### src/rtl/tick_gen_pkg.sv
package tick_gen_pkg;
  parameter int TG_NUM_CH    = 5;  // timer channels
  parameter int TG_GRP_A_CH  = 2;  // channels [0, TG_GRP_A_CH) use prescaler A
  parameter int TG_PRE_W     = 8;  // prescaler value width
  parameter int TG_DIV_W     = 4;  // divider field width
  parameter int TG_MAX_SHIFT = 4;  // largest honoured divider exponent
endpackage

### src/rtl/tg_prescaler.sv
module tg_prescaler #(
  parameter int PRE_W = tick_gen_pkg::TG_PRE_W
) (
  input  logic             clk,
  input  logic             rst_n,
  input  logic [PRE_W-1:0] pre_i,
  output logic             strb_o,
  output logic             restart_o
);
  logic [PRE_W-1:0] cnt_q, cnt_d;
  logic [PRE_W-1:0] pre_q;

  assign restart_o = (pre_i != pre_q);

  always_comb begin
    cnt_d  = cnt_q;
    strb_o = 1'b0;
    if (restart_o) begin
      cnt_d = pre_i;
    end else if (cnt_q == '0) begin
      cnt_d  = pre_q;
      strb_o = 1'b1;
    end else begin
      cnt_d = cnt_q - 1'b1;
    end
  end

  always_ff @(posedge clk or negedge rst_n) begin
    if (!rst_n) begin
      cnt_q <= '0;
      pre_q <= '0;
    end else begin
      cnt_q <= cnt_d;
      pre_q <= pre_i;
    end
  end

  AST_CNT_BOUND: assert property (@(posedge clk) disable iff (!rst_n)
    !restart_o |-> cnt_q <= pre_q);
  AST_WRAP_RELOAD: assert property (@(posedge clk) disable iff (!rst_n)
    strb_o |=> cnt_q == $past(pre_q));
  AST_RESTART_LOAD: assert property (@(posedge clk) disable iff (!rst_n)
    restart_o |=> cnt_q == $past(pre_i));
endmodule

### src/rtl/tg_divider.sv
module tg_divider #(
  parameter int DIV_W     = tick_gen_pkg::TG_DIV_W,
  parameter int MAX_SHIFT = tick_gen_pkg::TG_MAX_SHIFT
) (
  input  logic             clk,
  input  logic             rst_n,
  input  logic             strb_i,
  input  logic             restart_i,
  input  logic [DIV_W-1:0] field_i,
  output logic             tick_o
);
  localparam logic [DIV_W-1:0] MAX_F = DIV_W'(MAX_SHIFT);

  logic [DIV_W-1:0]     field_q;
  logic [DIV_W-1:0]     shift_c;
  logic [MAX_SHIFT-1:0] mask_c;
  logic [MAX_SHIFT-1:0] dcnt_q, dcnt_d;
  logic                 tick_d;
  logic                 chg_c;

  assign chg_c   = restart_i || (field_i != field_q);
  assign shift_c = (field_q > MAX_F) ? MAX_F : field_q;

  always_comb begin
    mask_c = '0;
    for (int i = 0; i < MAX_SHIFT; i++) begin
      mask_c[i] = (i < int'(shift_c));
    end
  end

  always_comb begin
    dcnt_d = dcnt_q;
    tick_d = 1'b0;
    if (chg_c) begin
      dcnt_d = '0;
    end else if (strb_i) begin
      dcnt_d = dcnt_q + 1'b1;
      tick_d = ((dcnt_q & mask_c) == mask_c);
    end
  end

  always_ff @(posedge clk or negedge rst_n) begin
    if (!rst_n) begin
      field_q <= '0;
      dcnt_q  <= '0;
      tick_o  <= 1'b0;
    end else begin
      field_q <= field_i;
      dcnt_q  <= dcnt_d;
      tick_o  <= tick_d;
    end
  end

  AST_TICK_AFTER_STROBE: assert property (@(posedge clk) disable iff (!rst_n)
    tick_o |-> $past(strb_i));
  AST_IDLE_HOLD: assert property (@(posedge clk) disable iff (!rst_n)
    (!strb_i && !chg_c) |=> $stable(dcnt_q));
  AST_CHANGE_CLEARS: assert property (@(posedge clk) disable iff (!rst_n)
    chg_c |=> (dcnt_q == '0) && !tick_o);
endmodule

### src/rtl/pwm_tick_gen.sv
module pwm_tick_gen #(
  parameter int NUM_CH    = tick_gen_pkg::TG_NUM_CH,
  parameter int GRP_A_CH  = tick_gen_pkg::TG_GRP_A_CH,
  parameter int PRE_W     = tick_gen_pkg::TG_PRE_W,
  parameter int DIV_W     = tick_gen_pkg::TG_DIV_W,
  parameter int MAX_SHIFT = tick_gen_pkg::TG_MAX_SHIFT
) (
  input  logic                    clk,
  input  logic                    rst_n,
  input  logic [2*PRE_W-1:0]      pre_cfg,
  input  logic [NUM_CH*DIV_W-1:0] div_cfg,
  output logic [NUM_CH-1:0]       tick_o
);
  localparam int NUM_GRP = 2;

  logic [1:0]         rsync_q;
  logic               rst_sync_n;
  logic [NUM_GRP-1:0] grp_strb;
  logic [NUM_GRP-1:0] grp_restart;

  always_ff @(posedge clk or negedge rst_n) begin
    if (!rst_n) rsync_q <= 2'b00;
    else        rsync_q <= {rsync_q[0], 1'b1};
  end
  assign rst_sync_n = rsync_q[1];

  for (genvar g = 0; g < NUM_GRP; g++) begin : g_pre
    tg_prescaler #(.PRE_W(PRE_W)) u_pre (
      .clk      (clk),
      .rst_n    (rst_sync_n),
      .pre_i    (pre_cfg[g*PRE_W +: PRE_W]),
      .strb_o   (grp_strb[g]),
      .restart_o(grp_restart[g])
    );
  end

  for (genvar c = 0; c < NUM_CH; c++) begin : g_ch
    localparam int GRP = (c < GRP_A_CH) ? 0 : 1;
    tg_divider #(.DIV_W(DIV_W), .MAX_SHIFT(MAX_SHIFT)) u_div (
      .clk      (clk),
      .rst_n    (rst_sync_n),
      .strb_i   (grp_strb[GRP]),
      .restart_i(grp_restart[GRP]),
      .field_i  (div_cfg[c*DIV_W +: DIV_W]),
      .tick_o   (tick_o[c])
    );
  end

  AST_RESET_QUIET: assert property (@(posedge clk)
    !rst_sync_n |-> tick_o == '0);
endmodule

### config.mk
export PLATFORM = sky130hd
export DESIGN_NAME = pwm_tick_gen
export DESIGN_NICKNAME = d
export VERILOG_FILES = /design/src/rtl/tick_gen_pkg.sv /design/src/rtl/tg_prescaler.sv /design/src/rtl/tg_divider.sv /design/src/rtl/pwm_tick_gen.sv
export SDC_FILE = /design/constraint.sdc
export NUM_CORES = 1
export LEC_CHECK = 0
export ABC_AREA = 0
export BUFFER_PORTS_ARGS = -buffer_cell sky130_fd_sc_hd__buf_2
export CORE_MARGIN = 2
export CORE_UTILIZATION = 60
export DETAILED_ROUTE_END_ITERATION = 10
export GPL_TIMING_DRIVEN = 0
export HOLD_SLACK_MARGIN = 0.03
export PLACE_DENSITY = 0.82
export SLEW_MARGIN = 5
export SYNTH_ARGS = -nofsm -noshare
export SYNTH_HDL_FRONTEND = slang
export SYNTH_SLANG_ARGS = --single-unit
### constraint.sdc
create_clock -name clk -period 3.94 [get_ports clk]
set_input_delay 0.394 -clock clk [delete_from_list [all_inputs] [get_ports clk]]
set_output_delay 0.394 -clock clk [all_outputs]
set_load 0.01 [all_outputs]
== Word-level counts from Yosys, hierarchy flattened ==
Index checks and enable logic that the tools add are counted.

* Word-level logic and storage cells: 114
* Memories kept: 0
* Bits in latches: 0
* Flip-flop bits (word level): 79
* Output and inout port bits: 5
* RAM bits: 0
* ROM bits: 0
* Input port bits: 38

* Reduce and logical (&&, ||, !) cells: 12
* Shift operators: 0
* $mul: 0
* Mux-type cells: 33
* Bitwise operators: 5
* Div/mod/pow operators: 0
* Equality and inequality tests: 12
* Add/subtract/negate cells: 7
* Order comparisons: 25

{| class="wikitable"
|+ Operators by type and width
! cell !! count
|-
| $mux 4 || 15
|-
| $lt 1x4->1 const A || 10
|-
| $lt 2x4->1 const A || 10
|-
| $mux 8 || 4
|-
| $add 4x1->4 const B || 5
|-
| $and 4x4->4 || 5
|-
| $eq 4x4->1 || 5
|-
| $gt 4x3->1 const B || 5
|-
| $ne 4x4->1 || 5
|-
| $logic_not 8->1 || 2
|-
| $ne 8x8->1 || 2
|-
| $sub 8x1->8 const B || 2
|-
| $mux 1 || 14
|-
| $reduce_bool 2->1 || 5
|-
| $logic_or 1x1->1 || 5
|}

== Logic depth before layout (Yosys ltp) ==
* Word-level depth: 7
* Depth in mapped cells: 8
* Gate-level depth less buffers: 6

== Cells and area by module ==
A second synthesis with hierarchy kept.

* Cells, all modules: 328
* Area total of the unflattened synthesis: 3,752.3 um^2

{| class="wikitable"
|+ Modules (own cells, without submodules)
! module !! times used !! cells each !! area an instance (um^2) !! seq. area each (um^2)
|-
| tg_divider || 5 || 33 || 395.4 || 225.2
|-
| tg_prescaler || 2 || 80 || 860.8 || 400.4
|-
| pwm_tick_gen || 1 || 3 || 53.8 || 50.0
|}

== Worst setup path before layout ==
No wires, ideal clock.

* Path kind: flip-flop to flip-flop
* From: reg g_pre[0].u_pre.cnt_q[2]
* To: reg g_pre[0].u_pre.cnt_q[2]
* Setup time: 0.125 ns
* Required time: 3.815 ns
* Path slack: 1.848 ns
* Buffers on the path: 1
* Period minus slack after synthesis: 2.092 ns
* Arrival: 1.967 ns
* Stages on the path, launching flop included: 6
* Path through: dfrtp_1 > or4_4 > or3_1 > buf_6 > mux2_4 > mux2_4

* Longest elaborated chain between the ends: 3
* Elaborated cells between the ends (all ways): 4
* Those cells by class: 1 x add/sub; 2 x mux; 1 x reduce/logical

{| class="wikitable"
|+ Ends and longest elaborated chain
! element !! RTL line !! text
|-
| from (decl) || tg_prescaler.sv:10 || <nowiki>logic [PRE_W-1:0] cnt_q, cnt_d;</nowiki>
|-
| from (signal assigned) || tg_prescaler.sv:33 || <nowiki>cnt_q <= cnt_d;</nowiki>
|-
| $sub 8x1->8 or $logic_not 8->1 (tied branches) || tg_prescaler.sv:24, tg_prescaler.sv:20 ||
|-
| $mux 8 * || tg_prescaler.sv:20 || <nowiki>end else if (cnt_q == '0) begin</nowiki>
|-
| $mux 8 * || tg_prescaler.sv:18 || <nowiki>if (restart_o) begin</nowiki>
|-
| via g_pre[0].u_pre.cnt_d[2] || tg_prescaler.sv:10 ||
|}

The timed path passes the listed nets; every way through them passes the cells marked *.
A chain may end at the register's enable or synchronous reset.

== Worst setup path in the final report ==
* From: reg g_pre[1].u_pre.pre_q[7]
* To: reg g_pre[1].u_pre.cnt_q[2]

* Longest elaborated chain between the ends: 2

{| class="wikitable"
|+ Ends and longest elaborated chain
! element !! RTL line !! text
|-
| from (decl) || tg_prescaler.sv:11 || <nowiki>logic [PRE_W-1:0] pre_q;</nowiki>
|-
| from (signal assigned) || tg_prescaler.sv:34 || <nowiki>pre_q <= pre_i;</nowiki>
|-
| $ne 8x8->1 || tg_prescaler.sv:13 || <nowiki>assign restart_o = (pre_i != pre_q);</nowiki>
|-
| $mux 8 || tg_prescaler.sv:18 ||
|-
| via g_pre[1].u_pre.cnt_d[2] || tg_prescaler.sv:10 ||
|-
| to (signal assigned) || tg_prescaler.sv:33 ||
|-
| to (decl) || tg_prescaler.sv:10 ||
|}

The timed path passes the listed nets, and every way through them passes these cells.

==> results.yml <==
run_status:
  run_status: "finished, final reports clean"
global_route:
  number_of_antenna_violations_at_the_first_check_in_global_routing: 0
  gr-usage-all-layers_pct: 23.1
  gr-total-overflow: 0
  largest_net_degree_at_the_start_of_global_routing: 65
  grt_pass1_vias: 2665
  grt_pass1_wl_um: 12800
timing:
  layout_min_cycle_time_ns: 2.57
  worst_hold_slack_ns: 0.168
  timing.final.crit_share_pct: 65.2
  setup_viol_count_final: 0
  skew_ns: 0.0112
  unrepaired_setup_endpoints_after_global_routing: "no"
  worstMarginPinSlew_ns: 1.04
  slew_headroom_pct: 30.2
  hold_viol_final: 0
  fmax_mhz: 389
  setup_tns_ns: 0
  drv_slew: 0
floorplan:
  fp.dieW_um: 83.3
  die_height_um: 83.3
  core_rows: 28
  start_util_pct: 63.0
  fp.dieArea_um2: 6940
  io-pin-count: 43
  core_area_um2: 5990
clocking:
  cts_htree_levels: 3
  clock_sinks: 79
  worst_setup_hold_path_clk_slew_ns: 0.09
  cts_setup_buffers: 0
  cts_inserted_buffers: 9
  cts_repair_resize_count: 0
  ctsRootBufferMaster: "clkbuf_8"
  clockBufferDepth: 2
  cts_tree: "done"
  clkLatencyLatePin_ns: 0.35
yosys:
  synth.distinct_cells: 41
  synth.cell_area_um2: 3770
  synth-seq-area-share_pct: 52.4
  post_synthesis_net_count: 390
  synthArstFlopShare_pct: 100
  prevailing_post_synth_register_cell: "dfrtp_1"
  yosysWarningCount: 0
  synth-edff-count: 0
  mean_area_per_synthesized_cell_um2: 11.0
  ffs_latches_synth: 79
  netlist_instances: 343
layout:
  n_antenna_cell: 0
  final_design_area_no_fill_um2: 4320
  syn2layout_area_growth_pct: 14.5
  finish.utilization_pct: 72.1
  final_net_count: 445
  drive_gt1_share_pct: 21.6
place:
  dp_hpwl_um: 5060
  place_congestion: 0.838
  port_buffers: 42
  dpl-instance-area_um2: 4110
job:
  cap_violations: 0
power:
  pwr_density_cell_nw_per_um2: 373
  largest_voltage_drop_on_the_vdd_net_mv: 0.354
  leakagePower_nw: 1.87
routing:
  routed_via_density: 5.65
  initialDrtViolationCount: 154
  detail-route-antenna-nets: 0
  routed_wire_length_per_instance_um: 15.3
  detailroute.via_count: 2699
  drt-pass1-iter-count: 4
  route.detailed.drc: 0
  routed_wirelength_um: 7330
critical_path:
  cp.arrival_ns: 2.79
  worst-endpoint-required_ns: 4.17
  rr_startpoint: "g_pre[1].u_pre.pre_q[7]"
  crit_path_capture_type: "flop"
  setup.reg_to_reg.worst_slack_ns: 1.37
  crit_path_start: "g_pre[1].u_pre.pre_q[7]"
  crit_path_max_fanout: 8
  worstSetupStartpointType: "flop"
  timing.setup.critical_path_class: "reg2reg"
worst_hold_path:
  hold_path.class: "reg2async"
placed cells by master (no fill, tap or decap), types with 4 or more instances in the layout:
cell type / netlist / layout
nand3_1: 20 / 20
ha_1: 9 / 9
a21oi_1: 14 / 14
nand2_1: 23 / 23
nor4_1: 20 / 20
xor2_1: 44 / 44
or3_1: 5 / 5
o21ai_0: 14 / 14
xnor2_1: 10 / 10
dfrtp_1: 79 / 78
buf_4: 5 / 5
clkbuf_1: 7 / 7
clkbuf_8: 0 / 9
inv_1: 14 / 14
nor2_1: 17 / 17
buf_2: 2 / 44
mux2_2: 12 / 12
mux2_4: 4 / 4
final timing paths:
| check | to | depth (start not counted) |
|---|---|---|
| max reg2reg | g_pre[1].u_pre.cnt_q[2] | 5 |
| min | g_ch[3].u_div.field_q[0] | 0 |
| min reg2reg | g_ch[3].u_div.field_q[0] | 0 |
| max in group asynchronous | g_pre[1].u_pre.pre_q[2] | 1 |
| max | g_pre[1].u_pre.cnt_q[2] | 5 |
| min in group clk | g_ch[2].u_div.field_q[2] | 1 |
through the flow:
stage | cells | power (mW) | setup WS [ns]
floorplan | 343 | 0.957 | 1.58
global placement | 460 | 1.01 | 0.745
detailed placement | 461 | 1.02 | 1.31
CTS | 478 | 1.62 | 1.33
global route | 478 | 1.69 | 1.13
finish | 478 | 1.61 | 1.37
power by group:
part	total [mW]	internal [mW]	switching (mW)
Clock	0.610	0.299	0.311
Combinational	0.134	0.0624	0.0712
Sequential	0.867	0.839	0.0274
routing by layer:
| layer | part of all wire [%] | wire [um] | track usage (%) | vias up |
|---|---|---|---|---|
| li1 | - | - | - | 1308 |
| met1 | 45 | 3320 | 31.9 | 1318 |
| met2 | 49 | 3620 | 36.4 | 65 |
| met3 | 4.3 | 315 | 5.77 | 8 |
| met4 | 1.1 | 84 | 7.00 | 0 |
| met5 | 0 | 0 | 0 | - |
Yosys cell counts, types with 3 or more instances:
master / count / area, um^2
mux2_2: 12 / 135
and2_1: 3 / 18.8
mux2i_1: 3 / 30.0
buf_4: 5 / 37.5
xor2_1: 44 / 385
or3_1: 5 / 31.3
nor4b_1: 3 / 26.3
ha_1: 9 / 113
a22o_1: 3 / 26.3
clkbuf_1: 7 / 26.3
o21ai_0: 14 / 70.1
nor2_1: 17 / 63.8
inv_1: 14 / 52.6
nor2b_1: 3 / 18.8
nand2_1: 23 / 86.3
and3_1: 3 / 18.8
nor4_1: 20 / 125
a21oi_1: 14 / 70.1
nor3b_1: 3 / 22.5
mux2_4: 4 / 60.1
nand3_1: 20 / 100
dfrtp_1: 79 / 1980
xnor2_1: 10 / 87.6
a31oi_1: 3 / 18.8
critical path, cell delays in order, from the launching register on:
cell and delay [ns]:
dfrtp_1 0.40, xor2_1 0.17, nor4_1 0.84, and2_1 0.23, clkbuf_1 0.40, mux2_2 0.40
logic make-up after synthesis:
| kind of cell | synth area share, % |
|---|---|
| XOR/XNOR | 12.5 |
| other | 0.0994 |
| multiplexers | 5.97 |
| flip-flops | 52.4 |
| adder cells (fa/ha/maj) | 2.99 |
| AND/OR/NAND/NOR | 14.7 |
| AO/OA/AOI/OAI | 7.66 |
| buffers and inverters | 3.65 |
registers in the layout (all words and copies together) (netlist names):
| name | count |
|---|---|
| g_ch.u_div.dcnt_q | 20 |
| g_ch.u_div.field_q | 20 |
| g_pre.u_pre.pre_q | 16 |
| rsync_q | 2 |
| g_ch.u_div.tick_o | 5 |
| g_pre.u_pre.cnt_q | 16 |
cell type report:
type                    count  area, um^2
well taps                  75        93.8
plain buffers              15        85.1
inverters                  14        52.6
flip-flops and latches     79        1980
repair buffers             44         248
clock inverters             7        78.8
multi-input cells         235        1660
clock buffers               9         124
fillers                   431        1670
timing repair:
item / CTS / global route
setup endpoints to repair: 0 / 0
hold buffers: 1 / 0
endpoints found under the hold margin: 2 / 0
No activity file was read; power rests on OpenSTA's default activity.
